[src/rtl/pio_pkg.sv]
// Shared definitions for the port-space I/O decoder.
// Assumes active-high I/O strobes on the processor side.
package pio_pkg;

    // Classification of one bus cycle by its I/O strobes.
    typedef enum logic [1:0] {
        ACC_IDLE  = 2'b00,
        ACC_WRITE = 2'b01,
        ACC_READ  = 2'b10,
        ACC_CLASH = 2'b11
    } io_access_e;

endpackage

[src/rtl/pio_addr_decode.sv]
// Address and strobe decoder.
// Classifies the bus cycle, derives the port and memory selects, and decodes
// the low port address lines into a one-hot register select and a write vector.
// Assumes the backed window fits inside the PORT_AW-bit port space.
module pio_addr_decode
    import pio_pkg::*;
#(
    parameter int unsigned ADDR_W    = 24,
    parameter int unsigned PORT_AW   = 12,
    parameter int unsigned NUM_REGS  = 8,
    parameter int unsigned PORT_BASE = 'h280,
    localparam int unsigned IDX_W    = (NUM_REGS > 1) ? $clog2(NUM_REGS) : 1
) (
    input  logic [ADDR_W-1:0]   addr,
    input  logic                io_rd,
    input  logic                io_wr,
    output logic                port_sel,
    output logic                mem_cs,
    output logic                io_err,
    output logic                rd_en,
    output logic                hit,
    output logic [IDX_W-1:0]    idx,
    output logic [NUM_REGS-1:0] sel,
    output logic [NUM_REGS-1:0] cpu_we
);

    localparam logic [PORT_AW:0] LO_BOUND = (PORT_AW+1)'(PORT_BASE);
    localparam logic [PORT_AW:0] HI_BOUND = (PORT_AW+1)'(PORT_BASE + NUM_REGS);

    io_access_e       acc;
    logic [PORT_AW:0] lo_ext;
    logic [PORT_AW:0] offset;

    // Classify the cycle by its strobes.
    always_comb begin
        acc = io_access_e'({io_rd, io_wr});
    end

    // Derive the selects and the window hit from the low address lines.
    always_comb begin
        port_sel = (acc != ACC_IDLE);
        mem_cs   = (acc == ACC_IDLE);
        io_err   = (acc == ACC_CLASH);
        rd_en    = (acc == ACC_READ);
        lo_ext   = {1'b0, addr[PORT_AW-1:0]};
        offset   = lo_ext - LO_BOUND;
        hit      = (lo_ext >= LO_BOUND) && (lo_ext < HI_BOUND);
        idx      = offset[IDX_W-1:0];
    end

    // One select and one write enable per backed register.
    for (genvar i = 0; i < NUM_REGS; i++) begin : g_sel
        always_comb begin
            sel[i]    = port_sel && hit && (idx == IDX_W'(i));
            cpu_we[i] = sel[i] && (acc == ACC_WRITE);
        end
    end

endmodule

[src/rtl/pio_dual_reg_bank.sv]
// Bank of registers written from two sides.
// The processor side uses a one-hot write vector and the peripheral side an index.
// When both hit the same register on one edge, the processor write is kept.
// Assumes cpu_we has at most one bit set.
module pio_dual_reg_bank #(
    parameter int unsigned DATA_W   = 16,
    parameter int unsigned NUM_REGS = 8,
    localparam int unsigned IDX_W   = (NUM_REGS > 1) ? $clog2(NUM_REGS) : 1
) (
    input  logic                             clk,
    input  logic                             rst_n,
    input  logic [NUM_REGS-1:0]              cpu_we,
    input  logic [DATA_W-1:0]                cpu_wdata,
    input  logic                             per_we,
    input  logic [IDX_W-1:0]                 per_idx,
    input  logic [DATA_W-1:0]                per_wdata,
    output logic [NUM_REGS-1:0][DATA_W-1:0]  q
);

    for (genvar i = 0; i < NUM_REGS; i++) begin : g_reg
        logic per_hit;

        // Peripheral write aimed at this register.
        always_comb begin
            per_hit = per_we && (per_idx == IDX_W'(i));
        end

        // Update this register; the processor side has priority.
        always_ff @(posedge clk) begin
            if (!rst_n)
                q[i] <= '0;
            else if (cpu_we[i])
                q[i] <= cpu_wdata;
            else if (per_hit)
                q[i] <= per_wdata;
        end

        assert_cpu_write_lands_R5: assert property (@(posedge clk) disable iff (!rst_n)
            cpu_we[i] |=> q[i] == $past(cpu_wdata));

        assert_cpu_wins_R7: assert property (@(posedge clk) disable iff (!rst_n)
            (cpu_we[i] && per_hit) |=> q[i] != $past(per_wdata) || $past(per_wdata) == $past(cpu_wdata));

        assert_per_write_lands_R6: assert property (@(posedge clk) disable iff (!rst_n)
            (per_hit && !cpu_we[i]) |=> q[i] == $past(per_wdata));
    end

endmodule

[src/rtl/port_io_decoder.sv]
// Top level of the port-space I/O decoder.
// Decodes the processor access, steers writes into the shared register bank,
// and drives the read buses for the processor and the peripheral.
// Assumes the processor strobes are synchronous to clk.
module port_io_decoder #(
    parameter int unsigned ADDR_W    = 24,
    parameter int unsigned PORT_AW   = 12,
    parameter int unsigned DATA_W    = 16,
    parameter int unsigned NUM_REGS  = 8,
    parameter int unsigned PORT_BASE = 'h280,
    localparam int unsigned IDX_W    = (NUM_REGS > 1) ? $clog2(NUM_REGS) : 1
) (
    input  logic                clk,
    input  logic                rst_n,
    input  logic [ADDR_W-1:0]   cpu_addr,
    input  logic [DATA_W-1:0]   cpu_wdata,
    input  logic                io_rd,
    input  logic                io_wr,
    output logic [DATA_W-1:0]   cpu_rdata,
    output logic                port_sel,
    output logic                mem_cs,
    output logic                io_err,
    output logic [NUM_REGS-1:0] reg_sel,
    input  logic [IDX_W-1:0]    per_idx,
    input  logic                per_we,
    input  logic [DATA_W-1:0]   per_wdata,
    output logic [DATA_W-1:0]   per_rdata
);

    logic                            rd_en;
    logic                            hit;
    logic [IDX_W-1:0]                idx;
    logic [NUM_REGS-1:0]             cpu_we;
    logic [NUM_REGS-1:0][DATA_W-1:0] q;

    pio_addr_decode #(
        .ADDR_W   (ADDR_W),
        .PORT_AW  (PORT_AW),
        .NUM_REGS (NUM_REGS),
        .PORT_BASE(PORT_BASE)
    ) i_dec (
        .addr    (cpu_addr),
        .io_rd   (io_rd),
        .io_wr   (io_wr),
        .port_sel(port_sel),
        .mem_cs  (mem_cs),
        .io_err  (io_err),
        .rd_en   (rd_en),
        .hit     (hit),
        .idx     (idx),
        .sel     (reg_sel),
        .cpu_we  (cpu_we)
    );

    pio_dual_reg_bank #(
        .DATA_W  (DATA_W),
        .NUM_REGS(NUM_REGS)
    ) i_bank (
        .clk      (clk),
        .rst_n    (rst_n),
        .cpu_we   (cpu_we),
        .cpu_wdata(cpu_wdata),
        .per_we   (per_we),
        .per_idx  (per_idx),
        .per_wdata(per_wdata),
        .q        (q)
    );

    // Processor read bus: the addressed register during a clean read, else zero.
    always_comb begin
        cpu_rdata = '0;
        if (rd_en && hit)
            cpu_rdata = q[idx];
    end

    // Peripheral read bus; a guard is needed only when the index can overrun.
    if (NUM_REGS == (1 << IDX_W)) begin : g_per_full
        always_comb begin
            per_rdata = q[per_idx];
        end
    end else begin : g_per_guard
        always_comb begin
            per_rdata = '0;
            if (32'(per_idx) < NUM_REGS)
                per_rdata = q[per_idx];
        end
    end

    assert_sel_needs_port_R4: assert property (@(posedge clk) disable iff (!rst_n)
        !port_sel |-> reg_sel == '0);

    assert_sel_onehot_R4: assert property (@(posedge clk) disable iff (!rst_n)
        $onehot0(reg_sel));

    assert_rdata_idle_R8: assert property (@(posedge clk) disable iff (!rst_n)
        !io_rd |-> cpu_rdata == '0);

    assert_err_no_write_R9: assert property (@(posedge clk) disable iff (!rst_n)
        (io_err && !per_we) |=> $stable(q));

    assert_mem_port_exclusive_R2: assert property (@(posedge clk) disable iff (!rst_n)
        (io_rd || io_wr) |-> !mem_cs);

endmodule

[config.mk]
export PLATFORM = sky130hd
export DESIGN_NAME = port_io_decoder
export DESIGN_NICKNAME = d
export VERILOG_FILES = /design/src/rtl/pio_pkg.sv /design/src/rtl/pio_addr_decode.sv /design/src/rtl/pio_dual_reg_bank.sv /design/src/rtl/port_io_decoder.sv
export SDC_FILE = /design/constraint.sdc
export NUM_CORES = 1
export LEC_CHECK = 0
export BUFFER_PORTS_ARGS = -buffer_cell sky130_fd_sc_hd__buf_2
export CAP_MARGIN = 20
export CELL_PAD_IN_SITES_DETAIL_PLACEMENT = 2
export CELL_PAD_IN_SITES_GLOBAL_PLACEMENT = 2
export CORE_MARGIN = 8
export CORE_UTILIZATION = 38
export DETAILED_ROUTE_END_ITERATION = 7
export PLACE_DENSITY = 0.89
export SLEW_MARGIN = 20
export SYNTH_ARGS = -nofsm -noshare
export SYNTH_HDL_FRONTEND = slang
export SYNTH_SLANG_ARGS = --single-unit
[constraint.sdc]
create_clock -name clk -period 2.7 [get_ports clk]
set_clock_uncertainty 0.2 [all_clocks]
set_input_delay 0.54 -clock clk [delete_from_list [all_inputs] [get_ports clk]]
set_output_delay 0.54 -clock clk [all_outputs]
set_load 0.005 [all_outputs]
# After elaboration in Yosys (flattened, before gate mapping)
# Index checks and enable logic that the tools add are counted.
# totals
regBits,128
latch_bits,0
mem_bits_rw,0
mem_bits_ro,0
inputBits,64
output_inout_bits,43
n_memories,0
# op_classes
n_addsub,1
multipliers,0
div_mod_pow,0
n_lt_le_gt_ge,4
eq_ne,17
shift,0
muxes,21
n_bitwise,0
n_reduce_logical,39
# op_table
op,count
16-bit two-way mux,19
16-bit binary-select mux with 3-bit select,2
1-bit logical AND,27
3-bit == test (second input constant),8
2-bit nonzero test,9
3-bit by 2-bit == test with 1-bit output (second input constant),4
12-bit by 10-bit greater-or-equal comparator with 1-bit output (second input constant),1
12-bit by 10-bit less-than comparator with 1-bit output (second input constant),1
3-bit by 4-bit less-than comparator with 1-bit output (second input constant),2
3-bit by 1-bit == test with 1-bit output (second input constant),2
3-bit logical NOT,2
2-bit == test (second input constant),2
3-bit by 1-bit subtractor with 3-bit output (second input constant),1
2-bit by 1-bit == test with 1-bit output (second input constant),1
2-bit logical NOT,1

# Logic depth before layout (Yosys ltp)
# Gate-level depths: netlist (run 1).
# logic_depth
ltp_word,6
ltp_mapped,6
ltp_nobuf,4

# Cells and area by module
# Synthesis (run 1) repeated with hierarchy kept, for this count alone.
# unflattened
hier_cells,875
area_unflattened_um2,8757.1
# by_module_without_submodules
module,instances,cells_each,area_each_um2
pio_dual_reg_bank,1,630,6323.6
port_io_decoder,1,206,2189.6
pio_addr_decode,1,39,244.0

# Worst setup path before layout (run 1)
# Ideal clock, no wire load.
# synth_timing
path_kind,input-to-output
from,in per_idx[0]
to,out per_rdata[0]
t_arrival_ns,1.861
required_time_ns,1.960
path_slack_ns,0.099
cell_stages,4
path_buffers,2
path_cell_list,buf_2 buf_2 mux4_2 mux2_2
# synth_via
elab_chain_cells,2
# synth_lines
item,line,source
from (decl),port_io_decoder.sv:24,"input logic [IDX_W-1:0] per_idx,"
16-bit binary-select mux with 3-bit select,port_io_decoder.sv:79,per_rdata = q[per_idx];
16-bit two-way mux (not written as such),port_io_decoder.sv:79,
to (decl),port_io_decoder.sv:27,output logic [DATA_W-1:0] per_rdata
# Every way passes these cells. The select of a mux whose other input is x is not followed.

# Final worst setup path (run 1)
# layout_timing
from,in cpu_addr[1]
to,out cpu_rdata[5]
# layout_via
elab_chain_cells,4
elab_cells_between_ends,8
cone_classes,add/sub (1); order compare (2); mux (3); reduce/logical (2)
# layout_lines
item,line,source
from (decl),port_io_decoder.sv:15,"input logic [ADDR_W-1:0] cpu_addr,"
"3-bit by 1-bit subtractor with 3-bit output, or another cell as far along",pio_addr_decode.sv:46,offset = lo_ext - LO_BOUND;
16-bit binary-select mux with 3-bit select / 1-bit logical AND (equally long branches),"port_io_decoder.sv:73, pio_addr_decode.sv:47",
16-bit two-way mux (not written as such) / 1-bit logical AND (equally long branches),"port_io_decoder.sv:73, port_io_decoder.sv:72",
16-bit two-way mux (*),port_io_decoder.sv:72,if (rd_en && hit)
to (decl),port_io_decoder.sv:19,"output logic [DATA_W-1:0] cpu_rdata,"
# Every way passes the cells marked *; elsewhere a longest branch is shown, timed or not. The select of a mux whose other input is x is not followed.

==> flow_summary.toml, run 1 <==
[synth]
synth_warnings = 0
synth-seq-cells = 128
synth_edf_count = 0
netlist.top_cell.by_area = "dfxtp_1"
synth_async_sr_flop_share_pct = 0
synth_ff_type = "dfxtp_1"
synthCells = 793
syn-num-nets = 857
netlist_area_mm2 = 0.00807
synth_seq_area_share_pct = 31.8
yosysTopAreaCellShare_pct = 31.8
synth.distinct_cells = 45
avgSynthCellArea_um2 = 10.2
synth.area.top_cells = "dfxtp_1 32%, mux2i_1 18%, mux4_2 18%"

[worst_hold_path]
hold_end = "i_bank.q[114]"
hold_class = "input pin to register"
holdPathStages = 2
hold_start = "cpu_wdata[2]"

[setup_path]
path_buf_inv = 3
max_stage_delay_ps = 360
required_ps = 1960
regToRegStartpoint = "i_bank.q[103]"
cp_cell_sequence = "clkbuf_4 > buf_6 > mux4_2 > mux2i_2 > nor2_1 > buf_2"
reg2reg_to = "i_bank.q[103]"
path_max_fanout = 12
critPathArrivalTime_ps = 1950
crit_type = "input pin to output pin"
slowest_stage = "mux4_2"
rr_worst_depth = 2
r2r_slack_ps = 1420
start_kind = "input pin"
timing.critical_path.to_type = "output pin"
cp_top_family = "buffers and inverters"

[placement]
detailed_place_hpwl_um = 26400
dpl_cell_area_mm2 = 0.00913
io_buffers = 94
pre_cts_ws_ps = 4.05
gp_congestion = 0.802

[timing]
slew_violations = 0
setup_slack_ps = 11.8
max_slew_margin_pct = 44.7
tightest_slew_ps = 827
finalCriticalPeriod_ps = 2690
fmax_ghz = 0.372
setup_viol = 0
period_share_pct = 99.6
finalHoldViolations = 0

[drt]
wl_per_cell_um = 37.6
first_pass_iters = 6
drt_iter0_markers = 1107
via_count = 8414
drc = 0
vias_per_cell = 7.17
wirelength_um = 44100
detail-route-antenna-nets = 0

[global_routing]
grt_overflow = 0
track_usage_pct = 33.4
grt_pass1_wl_um = 64700
antenna_found_initial = 1
grt_pass1_vias = 9363
grt_max_degree = 93

[cts]
cts-htree-levels = 4
clk_latency_ps = 440
cts.clk_slew.worst_paths_ps = 60
numCtsBuffers = 17
cts_num_sinks = 128
cts-root-buf = "clkbuf_16"
cts.path.max_buffers = 2
cts_tree = "built"

[finish]
drive_gt1_share_pct = 33.1
largest_register = "i_bank.q"
stdcell_area_mm2 = 0.00982
n_fill_cell = 2150
nNetsFinal = 948
final_util_pct = 46.9
top_regs = "i_bank.q (128)"
area_growth_pct = 21.7
largest_reg_flops = 128

[status]
status = "finished clean"

[floorplan]
top_level_ports = 107
core_area_mm2 = 0.0210
initial_core_util_pct = 38.5
dieArea_mm2 = 0.0262
die_w_um = 162
fp.dieH_um = 162
rows = 53

[power_and_ir_drop]
p_leak_nw = 3.92
power_density_mw_per_mm2 = 515
peakVddDrop_mv = 0.456

[job]
drv_cap = 0
cell usage after synthesis, types with 9 or more instances:
master and n:
a21oi_1 89, a221oi_1 31, buf_2 33, clkbuf_1 48
dfxtp_1 128, mux2_2 16, mux2i_1 144, mux4_2 64
nand2_1 34, nand3_1 9, nor2_1 38, nor4b_1 11
o21ai_0 87
cell type report:
type	count	area, um2	area share, %
diodes	1	2.50	0.0255
clock buffers	19	453	4.61
clock inverters	13	138	1.40
inverters	2	7.51	0.0765
multi-input cells	573	5150	52.4
flip-flops and latches	128	2560	26.1
well taps	275	344	3.50
repair buffers	162	1160	11.9
stage by stage:
stage	hold WS (ps)	instances	TNS [ps]	total power, mW
CTS	196	1170	0	5.00
finish	203	1173	0	5.05
floorplan	309	793	0	2.36
detailed placement	364	1137	0	2.62
global placement	331	1137	0	2.56
global route	200	1173	-30.5	5.14
worst max path at each step:
stage / from / to / slack (ps) / depth (start not counted)
2_1_floorplan: per_idx[0] / per_rdata[0] / 100 / 4
3_3_place_gp: cpu_addr[0] / cpu_rdata[0] / 70 / 6
3_5_place_dp: cpu_addr[6] / i_bank.q[7] / 4 / 6
4_1_cts: cpu_addr[1] / cpu_rdata[5] / 6 / 6
5_1_grt: cpu_addr[0] / cpu_rdata[3] / -30 / 6
6_report: cpu_addr[1] / cpu_rdata[5] / 10 / 6
placed cells by master (no fill, tap or decap), types with 3 or more instances in the layout:
| cell type | count |
|---|---|
| a21oi_1 | 89 |
| a221oi_1 | 31 |
| buf_12 | 10 |
| buf_2 | 91 |
| buf_4 | 55 |
| clkbuf_16 | 18 |
| clkinv_2 | 3 |
| clkinvlp_4 | 6 |
| dfxtp_1 | 128 |
| mux2_2 | 16 |
| mux2i_1 | 140 |
| mux2i_2 | 4 |
| mux4_2 | 64 |
| nand2_1 | 34 |
| nand3_1 | 9 |
| nand3_2 | 3 |
| nand4_1 | 3 |
| nand4b_1 | 5 |
| nor2_1 | 38 |
| nor2b_1 | 3 |
| nor4b_1 | 10 |
| o21ai_0 | 87 |
| o311a_1 | 5 |
report_power, final:
group	switching, mW	internal, mW	total, mW	leakage, nW
combinational	0.409	0.272	0.682	2.61
sequential	0.0434	1.93	1.97	1.04
clock	0.994	1.41	2.40	0.273
worst reg2reg max path, stage by stage (launching register included):
cell      delay (ps)
dfxtp_1          410
mux2i_1          150
a221oi_1         390
metal layers:
metal	GRT usage (%)	up-vias	share of wire [%]
li1	-	3239	-
met1	38.8	4266	37
met2	53.9	683	47
met3	8.33	226	9.3
met4	22.3	0	6.5
met5	0	-	0
what timing repair did:
item,4_1_cts,5_1_grt
cloned,1,1
hold buffers,0,0
gates resized for setup,4,5
endpoints found under the hold margin,0,0
buffers inserted,0,1
endpoints found under the setup margin,4,10
cells by family (layout without fill, tap and decap cells):
group / Yosys count / after routing / synth area share (%)
other: 0 / 1 / 0
and+or+nand+nor: 132 / 132 / 10.0
DFF: 128 / 128 / 31.8
buffers and inverters: 92 / 196 / 4.90
AOI/OAI and AO/OA: 217 / 217 / 15.4
muxes: 224 / 224 / 38.0
(Power assumes the default switching activity.)
==> run 2, diff against run 1 <==
Settings changed: PLACE_DENSITY 0.89 to 0.88, SYNTH_HIERARCHICAL set to 1.
==> run 2 against run 1 <==
Compared with the run above: the flow now finishes with violations (setup timing); non-clock buffer count up 34; largest cell class unchanged; register-to-register slack worse by 440 ps; flip-flop and latch count unchanged; die area up 7.7%; sequential share of layout area down 3.0 points; setup slack worse by 480 ps; cell area up 13%; critical path type is now input pin to register; global-route usage up 1.9 points.
==> flow_summary.toml, run 2 <==
[synth]
synth_top_family_by_area = "multiplexers"
synth_xor_area_share_pct = 0
synth_edf_count = 0
synthCells = 875
synth-seq-cells = 128
synth_compound_area_share_pct = 24.6
synth.area.top_cells = "dfxtp_1 29%, mux2i_1 15%, o211a_1 13%"
synthAdderAreaFrac_pct = 0
synthTopCellsByCount = "128 x dfxtp_1, 128 x mux2i_1, 121 x o21ai_0"
synth.distinct_cells = 39
netlist_area_mm2 = 0.00876
yosysTopAreaCellShare_pct = 29.3
avgSynthCellArea_um2 = 10.0
synth_seq_area_share_pct = 29.3
yosys.area_share.simple_pct = 6.32
synth_async_sr_flop_share_pct = 0
syn-num-nets = 939
synth_ff_type = "dfxtp_1"
synth_warnings = 6
synthMuxAreaShare_pct = 32.3
netlist.top_cell.by_area = "dfxtp_1"

[status]
status = "finished, violations left"
violations = "setup timing"

[floorplan]
top_level_ports = 107
initial_core_util_pct = 38.7
dieArea_mm2 = 0.0282
core_area_mm2 = 0.0226
rows = 55
die_w_um = 168
fp.dieH_um = 168

[global_routing]
grt_max_degree = 43
track_usage_pct = 35.3
antenna_found_initial = 7
grt_pass1_vias = 10103
grt_pass1_wl_um = 73700
grt_overflow = 0

[placement]
io_buffers = 94
pre_cts_ws_ps = -349
detailed_place_hpwl_um = 28400
gp_congestion = 0.812
dpl_cell_area_mm2 = 0.00994

[cts]
cts-htree-levels = 4
cts.clk_slew.worst_paths_ps = 70
cts_tree = "built"
clk_latency_ps = 450
cts_num_sinks = 128
cts.path.max_buffers = 2
numCtsBuffers = 17
ctsHoldBuffers = 0
cts-root-buf = "clkbuf_16"

[setup_path]
crit_start = "cpu_addr[8]"
path_max_fanout = 12
crit_type = "input pin to register"
regToRegStartpoint = "i_bank/q[118]"
timing.critical_path.to_type = "register"
critPathArrivalTime_ps = 3250
r2r_slack_ps = 980
required_ps = 2780
reg2reg_to = "i_bank/q[118]"
rr_worst_depth = 2
start_kind = "input pin"
crit_path_end = "i_bank/q[118]"

[drt]
via_count = 9879
drc = 0
detail-route-antenna-nets = 0
vias_per_cell = 7.84
first_pass_iters = 8
wirelength_um = 57400
drt_iter0_markers = 1514
wl_per_cell_um = 45.5

[timing]
max_slew_margin_pct = 51.5
tightest_slew_ps = 727
setup_slack_ps = -473
finalCriticalPeriod_ps = 3170
rsz0062_at_grt = "true"
setup_viol = 52
slew_violations = 0
setup_tns_ps = -3690
period_share_pct = 118
finalHoldViolations = 0
fmax_ghz = 0.315

[finish]
top_regs = "i_bank/q (128)"
area_growth_pct = 26.8
mostFrequentLayoutCell = "dfxtp_1"
stdcell_area_mm2 = 0.0111
largest_register = "i_bank/q"
drive_gt1_share_pct = 37.6
nNetsFinal = 1023
layout_common_cells = "128 x dfxtp_1, 123 x mux2i_1, 112 x o211a_1"
largest_reg_flops = 128

[worst_hold_path]
hold_class = "input pin to register"

[power_and_ir_drop]
power_density_mw_per_mm2 = 509
peakVddDrop_mv = 0.328
p_leak_nw = 5.43

[job]
drv_cap = 0
==> run 2: cell types whose count changed after synthesis, moves of 18 or more <==
cell	delta
nor3_1	+21
a221oi_1	-31
o211a_1	+110
a21oi_1	-73
nand2_1	-30
mux4_1	+28
mux2_2	+48
nor2_1	-30
o21ai_1	+21
mux4_2	-60
o21ai_0	+34
clkbuf_1	+18
==> run 2: worst min-delay path by stage <==
stage	endpoint	start	slack, ps	cells past startpoint
after global placement	i_bank/q[13]	i_bank/q[13]	290	1
after detailed placement	i_bank/q[13]	i_bank/q[13]	310	1
after floorplan	i_bank/q[0]	i_bank/q[0]	280	1
after global routing	i_bank/q[126]	per_wdata[14]	340	3
after CTS	i_bank/q[126]	per_wdata[14]	300	3
final	i_bank/q[126]	cpu_wdata[14]	330	3
==> run 2: worst max-delay path: stages <==
cell	delay, ps
buf_2	120
nor3b_2	320
buf_4	200
nand4b_1	110
buf_4	190
nor3_2	350
a41o_1	270
buf_4	270
o21ai_0	220
a21oi_1	660
==> run 2: where the power goes <==
part / total [mW] / internal [mW] / leakage, nW / switching, mW
combinational: 0.859 / 0.323 / 4.08 / 0.535
clock: 2.75 / 1.66 / 0.308 / 1.09
sequential: 2.04 / 1.95 / 1.04 / 0.0842
==> run 2: through the flow <==
step           cells  power, mW  hold WS [ps]  utilization (%)
3_3_place_gp    1213       2.69           291             43.9
2_1_floorplan    875       2.44           278                -
6_report        1260       5.65           325             49.0
3_5_place_dp    1213       2.76           306             43.9
4_1_cts         1245       5.47           298             47.8
5_1_grt         1260       5.70           336             49.0
==> run 2: logic make-up (layout without fill, tap and decap cells) <==
family / Yosys count / after routing
AO/OA/AOI/OAI: 305 / 305
multiplexers: 224 / 224
buffers and inverters: 132 / 229
flip-flops: 128 / 128
AND/OR/NAND/NOR: 86 / 86
other: 0 / 3
==> run 2: what timing repair did <==
item	CTS	global route
pin swaps	8	13
gates resized for setup	66	41
cloned	0	3
setup endpoints to repair	30	34
buffers inserted	0	9
==> run 2: metal layers <==
| layer | vias to the layer above | GRT usage (%) | wire length [um] |
|---|---|---|---|
| met3 | 415 | 7.81 | 5820 |
| met2 | 1000 | 56.9 | 25500 |
| met4 | 0 | 28.4 | 5380 |
| met5 | - | 0 | 0 |
| li1 | 3527 | - | - |
| met1 | 4937 | 39.9 | 20700 |
==> run 2: area by class of cell <==
class / instances / area (um2)
Antenna cell: 3 / 7.51
Clock buffer: 18 / 439
Clock inverter: 14 / 213
Fill cell: 2179 / 11500
Inverter: 1 / 3.75
Multi-Input combinational cell: 615 / 5830
Sequential cell: 128 / 2560
Tap cell: 285 / 357
Timing Repair Buffer: 196 / 1690
